File: src/rtl/planar_read_pkg.sv
package planar_read_pkg;
  typedef enum logic {
    RD_PLANE = 1'b0,
    RD_MATCH = 1'b1
  } rd_mode_e;
endpackage

File: src/rtl/pread_plane_mux.sv
module pread_plane_mux #(
  parameter int PLANES = 4,
  parameter int BYTE_W = 8,
  localparam int SEL_W = (PLANES > 1) ? $clog2(PLANES) : 1,
  localparam int BUS_W = PLANES * BYTE_W
) (
  input  logic [BUS_W-1:0]  plane_bus,
  input  logic [SEL_W-1:0]  sel,
  output logic [BYTE_W-1:0] byte_o
);
  always_comb begin
    byte_o = '0;
    for (int p = 0; p < PLANES; p++) begin
      if (sel == SEL_W'(p)) byte_o = plane_bus[p*BYTE_W +: BYTE_W];
    end
  end
endmodule

File: src/rtl/pread_color_match.sv
module pread_color_match #(
  parameter int PLANES = 4,
  parameter int BYTE_W = 8,
  localparam int BUS_W = PLANES * BYTE_W
) (
  input  logic [BUS_W-1:0]  plane_bus,
  input  logic [PLANES-1:0] color,
  input  logic [PLANES-1:0] care,
  output logic [BYTE_W-1:0] match
);
  for (genvar i = 0; i < BYTE_W; i++) begin : g_pix
    logic [PLANES-1:0] miss;
    for (genvar p = 0; p < PLANES; p++) begin : g_pl
      assign miss[p] = care[p] & (plane_bus[p*BYTE_W + i] ^ color[p]);
    end
    assign match[i] = ~|miss;
  end
endmodule

File: src/rtl/pread_latch.sv
module pread_latch #(
  parameter int WIDTH = 32
) (
  input  logic             clk,
  input  logic             rst,
  input  logic             load,
  input  logic [WIDTH-1:0] d,
  output logic [WIDTH-1:0] q
);
  always_ff @(posedge clk) begin
    if (rst)       q <= '0;
    else if (load) q <= d;
  end

  a_r6_latch_load: assert property (@(posedge clk) disable iff (rst)
    load |=> q == $past(d));
  a_r7_latch_hold: assert property (@(posedge clk) disable iff (rst)
    !load |=> $stable(q));
endmodule

File: src/rtl/planar_read_unit.sv
module planar_read_unit
  import planar_read_pkg::*;
#(
  parameter int PLANES = 4,
  parameter int BYTE_W = 8,
  localparam int SEL_W = (PLANES > 1) ? $clog2(PLANES) : 1,
  localparam int BUS_W = PLANES * BYTE_W
) (
  input  logic              clk,
  input  logic              rst,
  input  logic              rd_stb,
  input  logic              rd_mode,
  input  logic [SEL_W-1:0]  map_sel,
  input  logic [PLANES-1:0] cmp_color,
  input  logic [PLANES-1:0] cmp_care,
  input  logic [BUS_W-1:0]  plane_data,
  output logic [BYTE_W-1:0] rd_data,
  output logic [BUS_W-1:0]  latch_q
);
  logic [BYTE_W-1:0] plane_byte;
  logic [BYTE_W-1:0] match_vec;
  logic [BYTE_W-1:0] rd_next;

  pread_plane_mux #(.PLANES(PLANES), .BYTE_W(BYTE_W)) u_mux (
    .plane_bus(plane_data), .sel(map_sel), .byte_o(plane_byte));

  pread_color_match #(.PLANES(PLANES), .BYTE_W(BYTE_W)) u_match (
    .plane_bus(plane_data), .color(cmp_color), .care(cmp_care),
    .match(match_vec));

  pread_latch #(.WIDTH(BUS_W)) u_latch (
    .clk(clk), .rst(rst), .load(rd_stb), .d(plane_data), .q(latch_q));

  always_comb begin
    rd_next = (rd_mode_e'(rd_mode) == RD_MATCH) ? match_vec : plane_byte;
  end

  always_ff @(posedge clk) begin
    if (rst)         rd_data <= '0;
    else if (rd_stb) rd_data <= rd_next;
  end

  function automatic logic [BYTE_W-1:0] plane_of(input logic [BUS_W-1:0] w,
                                                  input logic [SEL_W-1:0] s);
    logic [BYTE_W-1:0] r;
    r = '0;
    for (int p = 0; p < PLANES; p++)
      if (int'(s) == p) r = w[p*BYTE_W +: BYTE_W];
    return r;
  endfunction

  a_r1_reset_clear: assert property (@(posedge clk)
    rst |=> (rd_data == '0 && latch_q == '0));
  a_r2_plane_from_latch: assert property (@(posedge clk) disable iff (rst)
    (rd_stb && !rd_mode) |=> rd_data == plane_of(latch_q, $past(map_sel)));
  a_r5_empty_mask: assert property (@(posedge clk) disable iff (rst)
    (rd_stb && rd_mode && cmp_care == '0) |=> rd_data == '1);
  a_r7_data_hold: assert property (@(posedge clk) disable iff (rst)
    !rd_stb |=> $stable(rd_data));
endmodule

File: config.mk
export PLATFORM = sky130hd
export DESIGN_NAME = planar_read_unit
export DESIGN_NICKNAME = d
export VERILOG_FILES = /design/src/rtl/planar_read_pkg.sv /design/src/rtl/pread_plane_mux.sv /design/src/rtl/pread_color_match.sv /design/src/rtl/pread_latch.sv /design/src/rtl/planar_read_unit.sv
export SDC_FILE = /design/constraint.sdc
export NUM_CORES = 1
export LEC_CHECK = 0
export CAP_MARGIN = 20
export CORE_ASPECT_RATIO = 1.75
export CORE_MARGIN = 2
export CORE_UTILIZATION = 44
export CTS_BUF_LIST = sky130_fd_sc_hd__clkbuf_4 sky130_fd_sc_hd__clkbuf_8 sky130_fd_sc_hd__clkbuf_16
export CTS_CLUSTER_DIAMETER = 200
export CTS_CLUSTER_SIZE = 8
export DETAILED_ROUTE_END_ITERATION = 8
export MAX_ROUTING_LAYER = met4
export PLACE_DENSITY = 0.77
export SETUP_SLACK_MARGIN = 0.5
export SYNTH_ARGS = -nofsm -noshare
export SYNTH_HDL_FRONTEND = slang
export SYNTH_HIERARCHICAL = 1
export SYNTH_SLANG_ARGS = --single-unit
File: constraint.sdc
create_clock -name clk -period 1.65 [get_ports clk]
set_input_delay 0.2475 -clock clk [delete_from_list [all_inputs] [get_ports clk]]
set_output_delay 0.2475 -clock clk [all_outputs]
set_load 0.01 [all_outputs]
==> results.py <==
metrics = {
    "pwr": {
        "p_leak_nw": 1.50,
        "power_mw": 2.57,
        "worst_ir_drop_vdd_mv": 0.593,
        "p_per_area_nw_per_um2": 806,
    },
    "worst_setup_path": {
        "r2r_end": "rd_data[4]$_SDFFE_PP0P_",
        "cpMaxStageDelayCell": "dfxtp_1",
        "required_ns": 1.40,
        "ff2ff_path_depth": 2,
        "r2r-start": "rd_data[4]$_SDFFE_PP0P_",
        "slowest_delay_ns": 0.34,
        "cp_cell_sequence": "clkdlybuf4s15_1",
        "arrival_ns": 0.88,
        "regToRegSetupSlack_ns": 0.97,
        "cp_top_family": "flip-flops",
        "path_class": "reg -> out",
        "start_kind": "flop",
        "crit_fanout": 2,
        "end_kind": "primary output",
        "cp_num_buf_inv": 1,
    },
    "yosys": {
        "synth_common_cells": "40 x dfxtp_1, 40 x mux2i_1, 40 x nor2_1",
        "synth_top_area_share": 0.357,
        "synth_edf_count": 0,
        "synth.cell_area_um2": 2240,
        "synth.top_cells.by_area": "dfxtp_1 36%, mux2i_1 18%, xor2_1 12%",
        "synth_flop_cell": "dfxtp_1",
        "syn_area_per_cell_um2": 10.9,
        "synth_warnings": 6,
        "synthArstFlopShare": 0,
        "syn_nets": 251,
        "synth_cell_types": 16,
        "synthCells": 205,
        "ys_seq_area_frac": 0.357,
        "synth_top_area_cell": "dfxtp_1",
        "yosys_register_bits": 40,
    },
    "sta": {
        "tightestPinTransition_ns": 0.356,
        "maxSlewViolCount": 0,
        "fin_crit_sh": 0.684,
        "finClkSkew_ns": 0,
        "fin_ws_ns": 0.521,
        "setup_viol": 0,
        "hold_violations": 0,
        "setup-tns-final_ns": 0,
        "rsz0062_at_grt": "true",
        "min_period_ns": 1.13,
        "clock.fmax_mhz": 886,
        "max-slew-margin-rel": 0.762,
    },
    "global_route": {
        "grt_max_degree": 41,
        "grt_pass1_vias": 1911,
        "antenna_found_initial": 0,
        "gr-total-overflow": 0,
        "grt_pass1_wl_um": 9490,
        "track_usage": 0.225,
    },
    "floorplanning": {
        "core_area_um2": 4930,
        "die-area_um2": 5710,
        "die_y_um": 98.5,
        "die_w_um": 58.0,
        "start_util": 0.455,
        "num_io_pins": 86,
        "row_count": 34,
    },
    "routing": {
        "post_drt_via_cell_ratio": 5.39,
        "drc": 0,
        "wl_per_cell_um": 17.3,
        "ant_nets": 0,
        "dr_total_vias": 1865,
        "drtIter0Drc": 47,
        "firstDrtPassIters": 4,
        "wirelength_um": 5990,
    },
    "hold_path": {
        "worstHoldStart": "plane_data[0]",
        "hp-class": "in -> reg",
        "whs_endpoint": "u_latch/q[0]$_SDFFE_PP0P_",
        "holdPathStages": 3,
    },
    "place": {
        "dp_hpwl_um": 4400,
        "placed_cell_area_um2": 3130,
        "place_congestion": 0.775,
        "post-place-ws_ns": -0.128,
        "numPortBuffers": 85,
    },
    "finish": {
        "nets": 337,
        "fillers": 430,
        "area_growth_pct": 42.0,
        "diodes": 0,
        "final_util": 0.646,
        "final_cell_area_um2": 3190,
        "drive_above_1_share": 0.250,
    },
    "clock_tree": {
        "cts_tree": "done",
        "cts_buffers": 5,
        "clock-root-buffer": "clkbuf_8",
        "clock_path_buffers": 2,
        "worstSkewPairLatency_ns": 0.29,
        "cts_sinks": 40,
        "post_cts_buffers": 0,
        "path_clk_slew_ns": 0.08,
        "htreeDepth": 2,
        "postCtsHoldBufs": 0,
    },
    "run": {
        "max_cap_violations": 0,
    },
    "outcome": {
        "run_status": "complete, no violations",
    },
}
-- area by class of cell --
cell class / instances / area [um2] / area share
Multi-Input combinational cell: 144 / 1290 / 0.405
Clock buffer: 7 / 96.3 / 0.0302
Timing Repair Buffer: 100 / 902 / 0.283
Sequential cell: 40 / 801 / 0.251
Tap cell: 54 / 67.6 / 0.0212
Clock inverter: 1 / 30.0 / 0.00943
-- logic make-up (layout without fill, tap and decap cells) --
kind of cell / after synthesis / in the layout / synth area share
buffers and inverters: 21 / 108 / 0.0786
flip-flops: 40 / 40 / 0.357
XOR/XNOR: 32 / 32 / 0.125
multiplexers: 48 / 48 / 0.259
AO/OA/AOI/OAI: 24 / 24 / 0.114
AND/OR/NAND/NOR: 40 / 40 / 0.0669
-- layer usage --
metal	vias up	track usage	part of all wire
met5	-	-	0
met1	904	0.244	0.36
met4	0	0.107	0.032
met3	13	0.0328	0.046
li1	887	-	-
met2	61	0.390	0.56
-- how the worst max path moves through the flow --
| stage | start | end | slack (ns) | cells past startpoint |
|---|---|---|---|---|
| 6_report | u_latch/q[8]$_SDFFE_PP0P_ | latch_q[8] | 0.52 | 1 |
| 5_1_grt | plane_data[4] | rd_data[4]$_SDFFE_PP0P_ | 0.44 | 6 |
| 4_1_cts | plane_data[2] | rd_data[2]$_SDFFE_PP0P_ | 0.24 | 6 |
| 3_5_place_dp | cmp_color[0] | rd_data[1]$_SDFFE_PP0P_ | -0.13 | 7 |
| 3_3_place_gp | map_sel[0] | rd_data[5]$_SDFFE_PP0P_ | -0.11 | 5 |
| 2_1_floorplan | cmp_color[0] | rd_data[0]$_SDFFE_PP0P_ | 0.45 | 6 |
-- power breakdown --
part	switching, mW	internal (mW)	total, mW
Sequential	0.0315	1.03	1.06
Clock	0.346	0.534	0.880
Combinational	0.301	0.329	0.630
-- per-stage QoR --
stage	std cells	hold slack [ns]
global route	346	0.268
CTS	346	0.360
floorplan	205	0.320
global placement	338	0.472
finish	346	0.248
detailed placement	338	0.478
-- what timing repair did --
item	in CTS	in global routing
setup endpoints to repair	48	36
pin swaps	7	12
resized for setup	133	53
-- sequential cells by signal, indices dropped and copies added, names as in the netlist --
name / cells
u_latch/q: 32
rd_data: 8
-- cell usage in the layout (no fill, tap or decap), drive strengths merged, types with 20 or more instances in the layout --
master          n
buf            20
clkbuf         29
clkdlybuf4s15  31
dfxtp          40
dlygate4sd2    21
mux2i          40
nor2           40
xor2           32
Power figures use the tool's default switching activity.
